### src/rtl/dmareq_pkg.sv
package dmareq_pkg;
   // bits needed to hold a byte count from 0 to depth inclusive
   function automatic int lvl_bits(input int depth);
      return $clog2(depth + 1);
   endfunction
endpackage

### src/rtl/dmareq_acc_cnt.sv
module dmareq_acc_cnt #(
   parameter int LVL_W          = 5,
   parameter int BYTES_PER_WORD = 1
) (
   input  logic             clk,
   input  logic             rst_n,
   input  logic             clr,
   input  logic             load,
   input  logic [LVL_W-1:0] load_val,
   input  logic             dec,
   output logic [LVL_W-1:0] cnt,
   output logic             cnt_zero
);
   localparam int STEP_W = $clog2(BYTES_PER_WORD + 1);
   localparam logic [LVL_W-1:0] STEP = LVL_W'(BYTES_PER_WORD);

   logic [LVL_W-1:0] cnt_dec;

   generate
      if (BYTES_PER_WORD == 1) begin : g_unit
         assign cnt_dec = cnt - 1'b1;
      end else begin : g_sat
         // a word may carry more bytes than remain: clamp at zero
         assign cnt_dec = (cnt <= STEP) ? '0 : cnt - STEP;
      end
      if (STEP_W > LVL_W) begin : g_bad_step
         $error("dmareq_acc_cnt: word size exceeds counter range");
      end
   endgenerate

   always_ff @(posedge clk or negedge rst_n) begin
      if (!rst_n)     cnt <= '0;
      else if (clr)   cnt <= '0;
      else if (load)  cnt <= load_val;
      else if (dec)   cnt <= cnt_dec;
   end

   assign cnt_zero = (cnt == '0);

   AST_CNT_CLR: assert property (@(posedge clk) disable iff (!rst_n)
      clr |=> cnt == '0);
endmodule

### src/rtl/dmareq_rd_ctrl.sv
module dmareq_rd_ctrl #(
   parameter int LVL_W          = 5,
   parameter int BYTES_PER_WORD = 1
) (
   input  logic             clk,
   input  logic             rst_n,
   input  logic             chan_en,
   input  logic             rd_enable,
   input  logic [LVL_W-1:0] rd_thresh,
   input  logic [LVL_W-1:0] rx_level,
   input  logic             rd_strobe,
   output logic             rd_req
);
   logic [LVL_W-1:0] acc_cnt;
   logic             acc_zero;
   logic             fire;
   logic             req_nxt;
   logic             acc_dec;

   // raise only from the armed state, with the FIFO at threshold
   assign fire = chan_en && rd_enable && acc_zero && !rd_req &&
                 (rx_level >= rd_thresh);

   always_comb begin
      req_nxt = rd_req;
      if (!chan_en || !rd_enable)      req_nxt = 1'b0;
      else if (rd_req && rd_strobe)    req_nxt = 1'b0;
      else if (fire)                   req_nxt = 1'b1;
   end

   assign acc_dec = rd_strobe && !acc_zero;

   dmareq_acc_cnt #(
      .LVL_W         (LVL_W),
      .BYTES_PER_WORD(BYTES_PER_WORD)
   ) u_acc (
      .clk     (clk),
      .rst_n   (rst_n),
      .clr     (!chan_en),
      .load    (fire),
      .load_val(rd_thresh),
      .dec     (acc_dec),
      .cnt     (acc_cnt),
      .cnt_zero(acc_zero)
   );

   always_ff @(posedge clk or negedge rst_n) begin
      if (!rst_n) rd_req <= 1'b0;
      else        rd_req <= req_nxt;
   end

   AST_RD_RISE_COND: assert property (@(posedge clk) disable iff (!rst_n)
      $rose(rd_req) |-> $past(chan_en && rd_enable && rx_level >= rd_thresh));
   AST_RD_MASKED: assert property (@(posedge clk) disable iff (!rst_n)
      !rd_enable |=> !rd_req);
   AST_RD_DROP: assert property (@(posedge clk) disable iff (!rst_n)
      (rd_req && rd_strobe) |=> !rd_req);
   AST_NO_REARM: assert property (@(posedge clk) disable iff (!rst_n)
      $rose(rd_req) |-> $past(acc_zero));
   AST_CNT_LOAD: assert property (@(posedge clk) disable iff (!rst_n)
      $rose(rd_req) |-> acc_cnt == $past(rd_thresh));
   AST_RD_OFF: assert property (@(posedge clk) disable iff (!rst_n)
      !chan_en |=> !rd_req);
endmodule

### src/rtl/dmareq_wr_ctrl.sv
module dmareq_wr_ctrl #(
   parameter int LVL_W = 5
) (
   input  logic             clk,
   input  logic             rst_n,
   input  logic             chan_en,
   input  logic             wr_enable,
   input  logic [LVL_W-1:0] wr_thresh,
   input  logic [LVL_W-1:0] tx_level,
   output logic             wr_req
);
   always_ff @(posedge clk or negedge rst_n) begin
      if (!rst_n) wr_req <= 1'b0;
      else        wr_req <= chan_en && wr_enable && (tx_level < wr_thresh);
   end

   AST_WR_RISE: assert property (@(posedge clk) disable iff (!rst_n)
      (chan_en && wr_enable && tx_level < wr_thresh) |=> wr_req);
   AST_WR_MASKED: assert property (@(posedge clk) disable iff (!rst_n)
      !wr_enable |=> !wr_req);
   AST_WR_OFF: assert property (@(posedge clk) disable iff (!rst_n)
      !chan_en |=> !wr_req);
endmodule

### src/rtl/dma_req_gen.sv
module dma_req_gen #(
   parameter int FIFO_DEPTH     = 16,
   parameter int BYTES_PER_WORD = 1,
   localparam int LVL_W         = dmareq_pkg::lvl_bits(FIFO_DEPTH)
) (
   input  logic             clk,
   input  logic             rst_n,
   input  logic             chan_en,
   input  logic             rd_enable,
   input  logic             wr_enable,
   input  logic [LVL_W-1:0] rd_thresh,
   input  logic [LVL_W-1:0] wr_thresh,
   input  logic [LVL_W-1:0] rx_level,
   input  logic [LVL_W-1:0] tx_level,
   input  logic             rd_strobe,
   output logic             rd_req,
   output logic             wr_req
);
   generate
      if (FIFO_DEPTH < 2) begin : g_bad_depth
         $error("dma_req_gen: FIFO_DEPTH must be at least 2");
      end
      if (BYTES_PER_WORD != 1 && BYTES_PER_WORD != 2 && BYTES_PER_WORD != 4)
      begin : g_bad_word
         $error("dma_req_gen: BYTES_PER_WORD must be 1, 2 or 4");
      end
   endgenerate

   dmareq_rd_ctrl #(
      .LVL_W         (LVL_W),
      .BYTES_PER_WORD(BYTES_PER_WORD)
   ) u_rd (
      .clk      (clk),
      .rst_n    (rst_n),
      .chan_en  (chan_en),
      .rd_enable(rd_enable),
      .rd_thresh(rd_thresh),
      .rx_level (rx_level),
      .rd_strobe(rd_strobe),
      .rd_req   (rd_req)
   );

   dmareq_wr_ctrl #(
      .LVL_W(LVL_W)
   ) u_wr (
      .clk      (clk),
      .rst_n    (rst_n),
      .chan_en  (chan_en),
      .wr_enable(wr_enable),
      .wr_thresh(wr_thresh),
      .tx_level (tx_level),
      .wr_req   (wr_req)
   );

   AST_RESET_LOW: assert property (@(posedge clk)
      !rst_n |-> (!rd_req && !wr_req));
endmodule

### config.mk
export PLATFORM = sky130hd
export DESIGN_NAME = dma_req_gen
export DESIGN_NICKNAME = d
export VERILOG_FILES = /design/src/rtl/dmareq_pkg.sv /design/src/rtl/dmareq_acc_cnt.sv /design/src/rtl/dmareq_rd_ctrl.sv /design/src/rtl/dmareq_wr_ctrl.sv /design/src/rtl/dma_req_gen.sv
export SDC_FILE = /design/constraint.sdc
export NUM_CORES = 1
export LEC_CHECK = 0
export ABC_AREA = 1
export CORE_UTILIZATION = 45
export CTS_CLUSTER_DIAMETER = 100
export DETAILED_ROUTE_END_ITERATION = 16
export HOLD_SLACK_MARGIN = 0.08
export PLACE_DENSITY = 0.83
export SLEW_MARGIN = 5
export SYNTH_ARGS = -nofsm -noshare
export SYNTH_HDL_FRONTEND = slang
export SYNTH_HIERARCHICAL = 1
export SYNTH_SLANG_ARGS = --single-unit
### constraint.sdc
create_clock -name clk -period 2.5 [get_ports clk]
set_input_delay 0.375 -clock clk [delete_from_list [all_inputs] [get_ports clk]]
set_output_delay 0.375 -clock clk [all_outputs]
set_load 0.03 [all_outputs]
==> flow_metrics.env <==
export IMPL_end_kind="register"
export IMPL_p_leak_nw=0.5856
export IMPL_yosysSeqAreaShare_pct=24.96
export IMPL_routed_wl_um=1528
export IMPL_finish_utilization_pct=73.67
export IMPL_wl_per_cell_um=9.671
export IMPL_numPortBuffers=27
export IMPL_yosysUniqueCellTypes=16
export IMPL_ys_ff_latch=7
export IMPL_rsz0062_at_grt="no"
export IMPL_grt_ovfl_total=0
export IMPL_fin_skew_ps=1.070
export IMPL_cts_buffer_depth=2
export IMPL_relSlewSlack_pct=78.96
export IMPL_antenna_found_initial=0
export IMPL_cp_max_fo=6
export IMPL_r2r_start="u_rd/u_acc/cnt[0]$_DFFE_PN0P_"
export IMPL_io_pin_count=28
export IMPL_post_route_min_period_ps=1995
export IMPL_ctsHoldBuffers=0
export IMPL_yosysWarnings=6
export IMPL_grt_usage_pct=20.22
export IMPL_grt_pass1_vias=701
export IMPL_tightest_slew_ps=314.6
export IMPL_crit_path_start="rd_thresh[4]"
export IMPL_drive_above_1_share_pct=8.392
export IMPL_post_cts_setup_buffers=0
export IMPL_viasPerCell=4.728
export IMPL_slew_viol_final=0
export IMPL_drtIter0Drc=17
export IMPL_worstPathArrival_ps=2140
export IMPL_grt_first_pass_wirelength_um=2766
export IMPL_clockRootBuffer="clkbuf_4"
export IMPL_drv_cap=0
export IMPL_area_growth_pct=45.10
export IMPL_dpl_hpwl_um=1293
export IMPL_powerDensity_mw_per_mm2=568.4
export IMPL_initial_core_util_pct=50.77
export IMPL_firstDrtPassIters=4
export IMPL_required_ps=2640
export IMPL_min_path_type="input pin to asynchronous set/reset pin"
export IMPL_reg2regPathDepth=13
export IMPL_final_hold_viol_count=0
export IMPL_vdd_drop_max_mv=0.3174
export IMPL_drtAntennaViolNets=0
export IMPL_path_clk_slew_ps=60
export IMPL_diodes=0
export IMPL_chipHeight_um=41.50
export IMPL_setup_tns_ps=0
export IMPL_dr_total_vias=747
export IMPL_status="finished, final reports clean"
export IMPL_rows=13
export IMPL_path_class="input pin to register"
export IMPL_h_tree_depth=1
export IMPL_r2r_slack_ps=640
export IMPL_gp_congestion=0.8753
export IMPL_nNetsFinal=180
export IMPL_synth_fp_nets=148
export IMPL_period_share_pct=79.78
export IMPL_cts_sinks=7
export IMPL_synth_avg_cell_area_um2=6.267
export IMPL_grt_max_degree=8
export IMPL_core_area_mm2=0.001383
export IMPL_hold_ws_ps=372.9
export IMPL_cp_start_kind="input pin"
export IMPL_fmax_mhz=501.4
export IMPL_cts_resized=0
export IMPL_cts_tree="yes"
export IMPL_synthCells=112
export IMPL_syn_area_um2=701.9
export IMPL_dieArea_mm2=0.001722
export IMPL_setup_viol=0
export IMPL_die_w_um=41.50
export IMPL_cts_buffers=3
export IMPL_clock_latency_ps=260
export IMPL_route_detailed_drc=0
export IMPL_r2r_end="u_rd/u_acc/cnt[2]$_DFFE_PN0P_"
[flip-flops by register name (all words and copies together), names as in the netlist]
register        flops
u_rd/rd_req         1
u_wr/wr_req         1
u_rd/u_acc/cnt      5
[area by class of cell]
type / instances / area (um^2)
well taps: 15 / 18.77
clock buffers: 3 / 22.52
flip-flops and latches: 7 / 175.2
inverters: 29 / 108.9
repair buffers: 27 / 270.3
fillers: 120 / 364.1
multi-input cells: 76 / 417.9
clock inverters: 1 / 5.005
[worst max path at each step]
stage                                               end  slack (ps)  cells after the start
final                     u_rd/u_acc/cnt[2]$_DFFE_PN0P_         510                     11
after global placement    u_rd/u_acc/cnt[2]$_DFFE_PN0P_         270                     11
after global routing      u_rd/u_acc/cnt[2]$_DFFE_PN0P_         370                     14
after detailed placement  u_rd/u_acc/cnt[2]$_DFFE_PN0P_         260                     11
after floorplan           u_rd/u_acc/cnt[2]$_DFFE_PN0P_         910                     13
after CTS                 u_rd/u_acc/cnt[2]$_DFFE_PN0P_         540                     11
[synthesized netlist by cell type]
cell type,instances,area share [%]
nand2_1,33,18
inv_1,27,14
a21oi_2,1,1.2
nand3_1,5,3.6
xor2_1,1,1.2
o21bai_1,1,1.1
inv_2,2,1.1
o21ai_0,2,1.4
nand2_2,1,0.89
dfrtp_1,7,25
ha_1,10,18
a21oi_1,2,1.4
nor2_2,3,2.7
o22ai_1,2,1.8
nor2_1,14,7.5
o21ai_2,1,1.2
[worst max-delay path: stages]
cell	delay, ps
clkdlybuf4s50_1	480
inv_1	50
ha_1	290
a21oi_1	180
nand3_1	110
nand2_2	80
inv_1	100
o21ai_2	240
nor2_1	60
o21ai_0	90
nand2_1	70
[per-layer routing]
layer	vias to the layer above	wire [um]	GRT usage, %
met1	320	648	24.13
li1	400	-	-
met5	-	0	0
met4	0	12	9.677
met2	25	784	36.25
met3	2	82	1.304
[kinds of logic (layout without fill, tap and decap cells)]
group	count (synthesis)	count (layout)	share of synthesized area, %
AOI/OAI and AO/OA	9	9	8.200
xor gates and xnor gates	1	1	1.248
adders and majority gates	10	10	17.83
buffers and inverters	29	60	15.51
DFF	7	7	24.96
and+or+nand+nor	56	56	32.26
[cell usage in the layout, fill, tap and decap left out]
cell type        synthesis  final
clkinv_2                 0      1
nor2_2                   3      3
nand2_1                 33     33
nand2_2                  1      1
clkdlybuf4s50_1          0     27
inv_2                    2      2
inv_1                   27     27
o22ai_1                  2      2
o21ai_2                  1      1
clkbuf_4                 0      3
ha_1                    10     10
dfrtp_1                  7      7
a21oi_2                  1      1
nor2_1                  14     14
xor2_1                   1      1
a21oi_1                  2      2
o21bai_1                 1      1
o21ai_0                  2      2
nand3_1                  5      5
[power breakdown]
group,switching (mW),internal (mW)
clock,0.0504,0.0589
sequential,0.0198,0.140
combinational,0.172,0.138
total,0.242,0.337
[stage by stage]
stage | setup slack, ps | std cells | instance area [um^2] | power (mW)
CTS | 535.2 | 158 | 1018 | 0.5806
detailed placement | 256.5 | 154 | 991.0 | 0.4663
finish | 505.4 | 158 | 1018 | 0.5789
global route | 373.3 | 158 | 1018 | 0.6364
floorplan | 909.9 | 112 | 701.9 | 0.3729
global placement | 274.1 | 154 | 991.0 | 0.4562
Note: power is estimated with default switching activity, not from simulation.
